File: src/rtl/pr_pkg.sv
package pr_pkg;

    localparam int PR_PORTS  = 32;
    localparam int PR_ADDR_W = $clog2(PR_PORTS);
    localparam int PR_DIRS   = 2;

    typedef logic [PR_ADDR_W-1:0] port_idx_t;
    typedef logic [PR_PORTS-1:0]  port_vec_t;

    typedef enum logic [0:0] {
        DIR_TX = 1'b0,
        DIR_RX = 1'b1
    } dir_e;

    typedef struct packed {
        logic oe;
        logic clav;
    } poll_resp_t;

    typedef struct packed {
        logic      strobe;
        port_idx_t port;
    } sel_info_t;

    function automatic logic is_connected(port_vec_t mask, port_idx_t addr);
        return mask[addr];
    endfunction

    function automatic logic mask_legal(port_vec_t mask);
        return |mask;
    endfunction

endpackage

File: src/rtl/pr_mask_reg.sv
module pr_mask_reg
    import pr_pkg::*;
(
    input  logic      clk_i,
    input  logic      rst_i,
    input  logic      wr_i,
    input  port_vec_t wdata_i,
    output port_vec_t mask_o,
    output logic      err_o
);

    port_vec_t mask_q;

    always_ff @(posedge clk_i) begin
        if (rst_i) begin
            mask_q <= '1;
        end else if (wr_i) begin
            mask_q <= wdata_i;
        end
    end

    assign mask_o = mask_q;
    assign err_o  = !mask_legal(mask_q);


    mask_rst_chk: assert property (@(posedge clk_i) disable iff (rst_i)
        $past(rst_i) |-> (mask_q == '1));


    mask_wr_chk: assert property (@(posedge clk_i) disable iff (rst_i)
        wr_i |=> (mask_q == $past(wdata_i)));

endmodule

File: src/rtl/pr_poll_dir.sv
module pr_poll_dir
    import pr_pkg::*;
(
    input  logic       clk_i,
    input  logic       rst_i,
    input  port_vec_t  mask_i,
    input  port_idx_t  addr_i,
    input  logic       enb_n_i,
    input  port_vec_t  status_i,
    output poll_resp_t resp_o,
    output sel_info_t  sel_o
);

    poll_resp_t resp_q;
    sel_info_t  sel_q;
    port_idx_t  last_q;
    logic       enb_q;
    logic       hit;
    logic       enb_fall;

    assign hit      = is_connected(mask_i, addr_i) && mask_legal(mask_i);
    assign enb_fall = enb_q && !enb_n_i;

    always_ff @(posedge clk_i) begin
        if (rst_i) begin
            resp_q <= '0;
            sel_q  <= '0;
            last_q <= '0;
            enb_q  <= 1'b1;
        end else begin
            resp_q.oe   <= hit;
            resp_q.clav <= hit && status_i[addr_i];
            if (hit) begin
                last_q <= addr_i;
            end
            enb_q        <= enb_n_i;
            sel_q.strobe <= enb_fall;
            if (enb_fall) begin
                sel_q.port <= last_q;
            end
        end
    end

    assign resp_o = resp_q;
    assign sel_o  = sel_q;


    quiet_unconn_chk: assert property (@(posedge clk_i) disable iff (rst_i)
        !mask_i[addr_i] |=> !resp_q.oe);


    clav_status_chk: assert property (@(posedge clk_i) disable iff (rst_i)
        mask_i[addr_i] |=> (resp_q.oe && (resp_q.clav == $past(status_i[addr_i]))));


    strobe_pulse_chk: assert property (@(posedge clk_i) disable iff (rst_i)
        sel_q.strobe |=> !sel_q.strobe);


    strobe_cause_chk: assert property (@(posedge clk_i) disable iff (rst_i)
        sel_q.strobe |-> !$past(enb_n_i));


    port_hold_chk: assert property (@(posedge clk_i) disable iff (rst_i)
        !sel_q.strobe |-> $stable(sel_q.port));

endmodule

File: src/rtl/multi_phy_poll_responder.sv
module multi_phy_poll_responder
    import pr_pkg::*;
(
    input  logic                 clk_i,
    input  logic                 rst_i,
    input  logic                 cfg_wr_i,
    input  logic [PR_PORTS-1:0]  cfg_wdata_i,
    input  logic [PR_ADDR_W-1:0] tx_addr_i,
    input  logic                 tx_enb_n_i,
    input  logic [PR_PORTS-1:0]  tx_space_i,
    input  logic [PR_ADDR_W-1:0] rx_addr_i,
    input  logic                 rx_enb_n_i,
    input  logic [PR_PORTS-1:0]  rx_cell_i,
    output logic                 tx_clav_o,
    output logic                 tx_clav_oe_o,
    output logic                 rx_clav_o,
    output logic                 rx_clav_oe_o,
    output logic [PR_ADDR_W-1:0] tx_sel_port_o,
    output logic                 tx_sel_strobe_o,
    output logic [PR_ADDR_W-1:0] rx_sel_port_o,
    output logic                 rx_sel_strobe_o,
    output logic                 cfg_err_o
);

    port_vec_t                 mask;
    port_idx_t  [PR_DIRS-1:0]  addr;
    logic       [PR_DIRS-1:0]  enb_n;
    port_vec_t  [PR_DIRS-1:0]  status;
    poll_resp_t [PR_DIRS-1:0]  resp;
    sel_info_t  [PR_DIRS-1:0]  sel;

    assign addr[DIR_TX]   = tx_addr_i;
    assign addr[DIR_RX]   = rx_addr_i;
    assign enb_n[DIR_TX]  = tx_enb_n_i;
    assign enb_n[DIR_RX]  = rx_enb_n_i;
    assign status[DIR_TX] = tx_space_i;
    assign status[DIR_RX] = rx_cell_i;

    pr_mask_reg mask_i (
        .clk_i   (clk_i),
        .rst_i   (rst_i),
        .wr_i    (cfg_wr_i),
        .wdata_i (cfg_wdata_i),
        .mask_o  (mask),
        .err_o   (cfg_err_o)
    );

    for (genvar d = 0; d < PR_DIRS; d++) begin : g_dir
        pr_poll_dir dir_i (
            .clk_i    (clk_i),
            .rst_i    (rst_i),
            .mask_i   (mask),
            .addr_i   (addr[d]),
            .enb_n_i  (enb_n[d]),
            .status_i (status[d]),
            .resp_o   (resp[d]),
            .sel_o    (sel[d])
        );
    end

    assign tx_clav_o       = resp[DIR_TX].clav;
    assign tx_clav_oe_o    = resp[DIR_TX].oe;
    assign rx_clav_o       = resp[DIR_RX].clav;
    assign rx_clav_oe_o    = resp[DIR_RX].oe;
    assign tx_sel_port_o   = sel[DIR_TX].port;
    assign tx_sel_strobe_o = sel[DIR_TX].strobe;
    assign rx_sel_port_o   = sel[DIR_RX].port;
    assign rx_sel_strobe_o = sel[DIR_RX].strobe;


    err_silent_chk: assert property (@(posedge clk_i) disable iff (rst_i)
        cfg_err_o |=> (!tx_clav_oe_o && !rx_clav_oe_o && !tx_clav_o && !rx_clav_o));

endmodule

File: config.mk
export PLATFORM = sky130hd
export DESIGN_NAME = multi_phy_poll_responder
export DESIGN_NICKNAME = d
export VERILOG_FILES = /design/src/rtl/pr_pkg.sv /design/src/rtl/pr_mask_reg.sv /design/src/rtl/pr_poll_dir.sv /design/src/rtl/multi_phy_poll_responder.sv
export SDC_FILE = /design/constraint.sdc
export NUM_CORES = 1
export LEC_CHECK = 0
export BUFFER_PORTS_ARGS = -buffer_cell sky130_fd_sc_hd__buf_2
export CAP_MARGIN = 10
export CORE_UTILIZATION = 35
export DETAILED_ROUTE_END_ITERATION = 7
export SLEW_MARGIN = 10
export SYNTH_ARGS = -nofsm -noshare
export SYNTH_HDL_FRONTEND = slang
export SYNTH_SLANG_ARGS = --single-unit
File: constraint.sdc
create_clock -name clk_i -period 2 [get_ports clk_i]
set_input_delay 0.3 -clock clk_i [delete_from_list [all_inputs] [get_ports clk_i]]
set_output_delay 0.3 -clock clk_i [all_outputs]
set_load 0.005 [all_outputs]
==> run_results.csv, run 1 <==
group,metric,value,unit
synthesis,synthAdderAreaFrac,0,
synthesis,synth_top_family_by_area,"multiplexers",
global_routing,grt_overflow_total,0,
clock_tree,cts_max_level,3,
drt,viasPerCell,4.89,
global_routing,grt_start_max_net_pins,33,
clock_tree,cts-root-buf,"clkbuf_8",
synthesis,syn_area_per_cell,10.9,sq um
worst_setup_path,cp_slowest_cell,"dfxtp_1",
final_layout,final.fill_count,891,
synthesis,synth_top_area_share,0.359,
timing,setup_violations,0,
synthesis,synth_edf_count,0,
worst_setup_path,r2r_cells,5,
pwr,clockPowerShare,0.366,
timing,maxSlewHeadroom,0.624,
timing,whs,0.162,ns
clock_tree,postCtsSetupBuffers,0,
drt,vias,2778,
final_layout,drive_gt1_frac,0.446,
synthesis,synthXorXnorAreaFrac,0,
worst_setup_path,crit_end,"cfg_err_o",
drt,wl_per_cell,15.5,um
timing,drv_slew,0,
place,place_ws,-0.0237,ns
clock_tree,cts.sinks,60,
global_routing,grt_pass1_wl,13.9,mm
worst_setup_path,r2r_setup_slack,0.16,ns
pwr,ir_worst_vdd,0.418,mV
floorplanning,ios,128,
hold_path,holdPathStages,2,
drt,routed_wl,8.83,mm
worst_setup_path,worst-path-stages,5,
clock_tree,clk_pin_slew_worst_paths,0.07,ns
floorplanning,rows,35,
pwr,combPwrFrac,0.188,
clock_tree,cts_hold_buffers,0,
synthesis,yosysUniqueCellTypes,27,
floorplanning,die-area,9970,sq um
worst_setup_path,timing.rr.start,"mask_i.mask_o[30]$_SDFFE_PP1P_",
pwr,finalPower,3000,uW
worst_setup_path,worst-path-max-fanout,7,
final_layout,seq_area,1200,sq um
final_layout,syn_to_final_growth,29.8,%
worst_setup_path,path_class,"reg2out",
timing,fin_worst_skew,0.0113,ns
floorplanning,fp.dieW,99.8,um
pwr,leakagePower,0.00206,uW
synthesis,async_flop_share,0,
timing,finalCritPeriodShare,0.975,
pwr,intPower,2200,uW
worst_setup_path,crit_start,"mask_i.mask_o[17]$_SDFFE_PP1P_",
global_routing,grt_antenna_before_repair,0,
floorplanning,initial_utilization,0.362,
timing,hold_violations,0,
final_layout,antenna_cells,0,
worst_setup_path,cp-end-kind,"output pin",
timing,worst_slew_pin_slew,0.561,ns
synthesis,synth_common_cells,"mux2i_1, dfxtp_1, nand2_1",
synthesis,muxShareOfSynthArea,0.428,
floorplanning,core-area,9240,sq um
global_routing,grtUsageTotal,0.183,
place,numPortBuffers,127,
timing,rsz0062_at_grt,"no",
clock_tree,cts_buffers,9,
worst_setup_path,crit_chain,"nor4_1 -> nand4_1 -> nor2_1 -> buf_4 -> buf_2",
timing,period_needed,1.95,ns
timing,max_freq,513,MHz
drt,drc,0,
synthesis,synth_area_leaders,"dfxtp_1, mux2i_1, mux4_2, nand2_1, mux4_1",
drt,ant_nets,0,
pwr,p_switching,796,uW
timing,postLayoutSetupSlackWorst,0.0508,ns
synthesis,synth_cells,307,
hold_path,min_from,"tx_enb_n_i",
drt,firstDrtPassIters,4,
synthesis,synth_flop_cell,"dfxtp_1",
worst_setup_path,worstPathArrival,1.65,ns
synthesis,synth_compound_area_frac,0.0314,
pwr,pwr-share-seq,0.445,
pwr,power_density,690,nW/um^2
floorplanning,fp.dieH,99.8,um
worst_setup_path,r2r_end,"g_dir[0].dir_i.last_q[3]$_SDFFE_PP0P_",
synthesis,syn_area,3350,sq um
worst_setup_path,crit_family,"simple AND/OR/NAND/NOR gates",
worst_setup_path,crit_required,1.70,ns
final_layout,multiInputGateArea,1990,sq um
synthesis,yosys_warnings,0,
global_routing,grt_pass1_vias,2769,
worst_setup_path,cp-start-kind,"flip-flop",
synthesis,ys_seq_area_frac,0.359,
pwr,p_sw_frac,0.265,
flow_run,drv_cap,0,
drt,drt_iter0_markers,84,
synthesis,synth-simple-area-share,0.132,
clock_tree,insertion_delay,0.35,ns
synthesis,synth-seq-cells,60,
synthesis,syn_nets,418,
worst_setup_path,crit_buf_inv,2,
synthesis,synthMostInstantiatedCell,"mux2i_1",
final_layout,final_nets,545,
place,gp_congestion,0.774,
run_status,status,"completed",
hold_path,hp-class,"in2reg",
synthesis,yosysTopAreaCell,"dfxtp_1",
worst_setup_path,critPathMaxStageDelay,0.34,ns
clock_tree,cts_tree,"yes",
place,hpwl,7.01,mm
clock_tree,cts_buffer_depth,2,
[cells by family (layout without fill, tap and decap cells)]
logic type | count (synthesis) | count (layout)
muxes | 106 | 106
and+or+nand+nor | 97 | 97
buffers and inverters | 30 | 162
AOI/OAI and AO/OA | 14 | 14
DFF | 60 | 60
[power by group through the flow]
stage / Clock, uW / Sequential [uW] / Combinational, uW
floorplan: 0 / 1340 / 376
global placement: 0 / 1360 / 560
detailed placement: 0 / 1360 / 571
CTS: 1130 / 1340 / 572
global route: 1170 / 1350 / 620
finish: 1100 / 1340 / 566
[per-layer routing]
metal	share of wire	global-route usage	vias up
met5	0	0	-
met4	0.015	0.0656	0
met3	0.047	0.0439	12
met2	0.48	0.302	75
met1	0.46	0.233	1297
li1	-	-	1394
[area by class of cell]
| class | count | share of cell area |
|---|---|---|
| multi-input combinational | 217 | 0.457 |
| sequential | 60 | 0.276 |
| timing repair buffer | 141 | 0.179 |
| tap | 129 | 0.0371 |
| clock buffer | 10 | 0.0317 |
| clock inverter | 6 | 0.0147 |
| inverter | 5 | 0.00432 |
[stage by stage]
step / cells / util / cell area, sq um / TNS [ns]
6_report: 568 / 0.471 / 4350 / 0
5_1_grt: 568 / 0.471 / 4350 / 0
3_5_place_dp: 552 / 0.448 / 4140 / -0.0782
4_1_cts: 568 / 0.470 / 4340 / 0
2_1_floorplan: 307 / - / 3350 / 0
3_3_place_gp: 552 / 0.448 / 4140 / 0
[sequential cells by signal (all words and copies together), names as in the netlist]
name / cells
mask_i.mask_o: 32
g_dir.dir_i.sel_o: 12
g_dir.dir_i.last_q: 10
g_dir.dir_i.resp_o: 4
g_dir.dir_i.enb_q: 2
[repair_timing]
action | 4_1_cts | 5_1_grt
gates resized for setup | 0 | 1
hold endpoints to repair | 0 | 0
setup endpoints to repair | 0 | 1
[worst min path at each step]
stage                     slack [ns]                                  to
after floorplan                 0.41  g_dir[0].dir_i.sel_o[5]$_SDFF_PP0_
after global placement          0.42  g_dir[1].dir_i.sel_o[5]$_SDFF_PP0_
after detailed placement        0.43  g_dir[1].dir_i.sel_o[5]$_SDFF_PP0_
after CTS                       0.15     g_dir[0].dir_i.enb_q$_SDFF_PP1_
after global routing            0.16     g_dir[0].dir_i.enb_q$_SDFF_PP1_
final                           0.16     g_dir[0].dir_i.enb_q$_SDFF_PP1_
[cells in the final DEF, fill, tap and decap left out]
| cell | Yosys | layout |
|---|---|---|
| a211oi_1 | 2 | 2 |
| a21oi_1 | 2 | 2 |
| a22o_1 | 2 | 2 |
| and2_1 | 2 | 2 |
| buf_12 | 2 | 3 |
| buf_2 | 6 | 127 |
| buf_4 | 0 | 11 |
| bufinv_16 | 0 | 1 |
| clkbuf_8 | 0 | 10 |
| clkinv_2 | 0 | 2 |
| clkinv_4 | 0 | 1 |
| clkinvlp_4 | 0 | 2 |
| dfxtp_1 | 60 | 60 |
| inv_1 | 5 | 5 |
| mux2_2 | 6 | 6 |
| mux2i_1 | 72 | 72 |
| mux4_1 | 4 | 4 |
| mux4_2 | 24 | 24 |
| nand2_1 | 54 | 54 |
| nand2b_1 | 2 | 2 |
| nand4_1 | 2 | 2 |
| nor2_1 | 17 | 17 |
| nor3_1 | 6 | 6 |
| nor3_4 | 2 | 2 |
| nor4_1 | 8 | 7 |
| nor4_2 | 0 | 1 |
| o2111ai_1 | 2 | 2 |
| o21ai_0 | 2 | 2 |
| o221a_2 | 2 | 2 |
| o22ai_1 | 2 | 2 |
| or2_2 | 4 | 4 |
(Power assumes the default switching activity.)
==> run 2, diff against run 1 <==
- ABC_AREA: unset -> 1
==> run 2 against run 1 <==
- power is 5.4% higher
- largest cell class unchanged
- critical endpoint unchanged
- synthesized cell count is 81% higher
- sequential power hardly changed
- fmax is 4.0% higher
- critical path depth is 1 higher
- sequential share of layout area is 0.14 points lower
- wire length is 13% higher
- clock power is 9% higher
- combinational power is 13% higher
==> run_results.csv, run 2 <==
group,metric,value,unit
final_layout,final_cell_mix,"nand2_1, buf_2, nand3_1",
clock_tree,cts_buffers,9,
final_layout,final_nets,773,
floorplanning,die-area,10600,sq um
final_layout,largest_reg_flops,32,
global_routing,use_met1,0.232,
global_routing,grt_antenna_before_repair,0,
drt,viasPerCell,4.84,
clock_tree,insertion_delay,0.34,ns
timing,setup_violations,0,
timing,rsz0062_at_grt,"no",
place,numPortBuffers,127,
drt,wl_per_cell,12.5,um
clock_tree,cts_tree,"yes",
synthesis,syn_area,3550,sq um
worst_setup_path,critPathMaxStageDelay,0.30,ns
place,gp_congestion,0.837,
global_routing,grt_pass1_vias,3621,
synthesis,synth_cells,556,
pwr,intPower,2250,uW
synthesis,synth_area_leaders,"dfxtp_1, nand3_1, nand2_1, a21oi_1, o21ai_0",
worst_setup_path,cp_slowest_cell,"dfxtp_1",
final_layout,antenna_cells,0,
floorplanning,fp.dieW,103,um
drt,firstDrtPassIters,5,
worst_setup_path,worst-path-max-fanout,4,
timing,max_freq,534,MHz
global_routing,met2_usage,0.343,
clock_tree,cts_buffer_depth,2,
drt,drt_iter0_markers,173,
pwr,pwr-share-seq,0.418,
pwr,ir_worst_vdd,0.345,mV
drt,vias,3874,
synthesis,synth-seq-cells,60,
worst_setup_path,crit_chain,"inv_1 -> nand4_1 -> nor3_1 -> nand3_1 -> nor4_2 -> buf_2",
timing,finalCritPeriodShare,0.937,
floorplanning,fp.dieH,103,um
pwr,leakagePower,0.00229,uW
timing,fin_worst_skew,0.00610,ns
timing,drv_slew,0,
synthesis,yosys_warnings,0,
hold_path,hp-class,"in2reg",
final_layout,drive_gt1_frac,0.249,
synthesis,yosysUniqueCellTypes,21,
pwr,power_density,724,nW/um^2
pwr,combPwrFrac,0.202,
timing,tns,0,ns
worst_setup_path,worstPathArrival,1.57,ns
drt,ant_nets,0,
run_status,status,"completed",
final_layout,layout.cells.most_common,"nand2_1",
timing,maxSlewHeadroom,0.663,
global_routing,grtUsageMet3,0.0454,
floorplanning,initial_utilization,0.362,
clock_tree,cts_hold_buffers,0,
synthesis,synth_common_cells,"nand2_1, nand3_1, dfxtp_1",
worst_setup_path,cp-end-kind,"output pin",
pwr,clockPowerShare,0.379,
synthesis,ys_seq_area_frac,0.338,
global_routing,grt_start_max_net_pins,41,
clock_tree,cts_resized,2,
synthesis,synth_top_area_share,0.338,
final_layout,syn_to_final_growth,23.0,%
floorplanning,core-area,9820,sq um
pwr,p_switching,915,uW
final_layout,fin_util,0.445,
drt,routed_wl,10.0,mm
flow_run,drv_cap,0,
synthesis,syn_nets,667,
clock_tree,cts-root-buf,"clkbuf_8",
global_routing,grt_overflow_total,0,
clock_tree,clk_pin_slew_worst_paths,0.07,ns
floorplanning,ios,128,
clock_tree,cts_max_level,3,
worst_setup_path,cp-start-kind,"flip-flop",
worst_setup_path,crit_required,1.70,ns
clock_tree,postCtsSetupBuffers,0,
synthesis,async_flop_share,0,
pwr,p_sw_frac,0.289,
synthesis,synthMostInstantiatedCell,"nand2_1",
synthesis,yosysTopAreaCell,"dfxtp_1",
clock_tree,cts.sinks,60,
global_routing,grtUsageTotal,0.194,
place,hpwl,7.44,mm
global_routing,grt_pass1_wl,16.1,mm
timing,period_needed,1.87,ns
synthesis,synth_flop_cell,"dfxtp_1",
timing,worst_slew_pin_slew,0.504,ns
global_routing,busiest_layer,"met2",
worst_setup_path,path_class,"reg2out",
floorplanning,rows,36,
synthesis,syn_area_per_cell,6.39,sq um
drt,drc,0,
timing,hold_violations,0,
synthesis,synth_edf_count,0,
run 2: cell families after synthesis:
family / count (synthesis) / share of synthesized area
flip-flops: 60 / 0.338
buffers and inverters: 97 / 0.144
AO/OA/AOI/OAI: 96 / 0.138
AND/OR/NAND/NOR: 303 / 0.380
run 2: final timing paths:
| check | from | end | slack, ns | cells past startpoint |
|---|---|---|---|---|
| worst min register to register | g_dir[0].dir_i.enb_q$_SDFF_PP1_ | g_dir[0].dir_i.sel_o[5]$_SDFF_PP0_ | 0.47 | 2 |
| worst max-delay path | mask_i.mask_o[22]$_SDFFE_PP1P_ | cfg_err_o | 0.13 | 6 |
| worst max register to register | mask_i.mask_o[1]$_SDFFE_PP1P_ | g_dir[0].dir_i.last_q[1]$_SDFFE_PP0P_ | 0.49 | 9 |
| worst min-delay path | tx_enb_n_i | g_dir[0].dir_i.enb_q$_SDFF_PP1_ | 0.14 | 3 |
run 2: power groups by stage:
stage	Combinational, uW	Clock (uW)	Sequential (uW)
final	640	1200	1320
after CTS	644	1220	1320
after global routing	731	1270	1330
after floorplan	445	0	1340
after global placement	632	0	1350
after detailed placement	641	0	1350
run 2: stage by stage:
step	hold slack, ns	instances	setup WS (ns)	total power (uW)	area [sq um]
final	0.141	800	0.126	3160	4370
after global routing	0.131	800	0.0241	3340	4370
after CTS	0.127	800	0.0537	3190	4360
after detailed placement	0.462	784	0.193	1990	4130
after global placement	0.455	784	0.245	1980	4130
after floorplan	0.397	556	0.626	1790	3550
run 2: cell type report:
| type | instances | area [sq um] |
|---|---|---|
| clock inverters | 6 | 87.6 |
| repair buffers | 135 | 708 |
| inverters | 57 | 219 |
| flip-flops and latches | 60 | 1200 |
| well taps | 133 | 166 |
| fillers | 1097 | 5450 |
| multi-input cells | 399 | 1860 |
| clock buffers | 10 | 128 |
run 2: worst max-delay path: cells and delay by family, from the launching register on:
family | cells | cell delay, ns
simple gates | 4 | 0.63
buf+inv | 2 | 0.31
flops | 1 | 0.30
run 2: metal layers:
metal | up-vias | wire [um]
li1 | 2039 | -
met1 | 1687 | 4430
met2 | 140 | 4730
met3 | 8 | 733
met4 | 0 | 117
met5 | - | 0
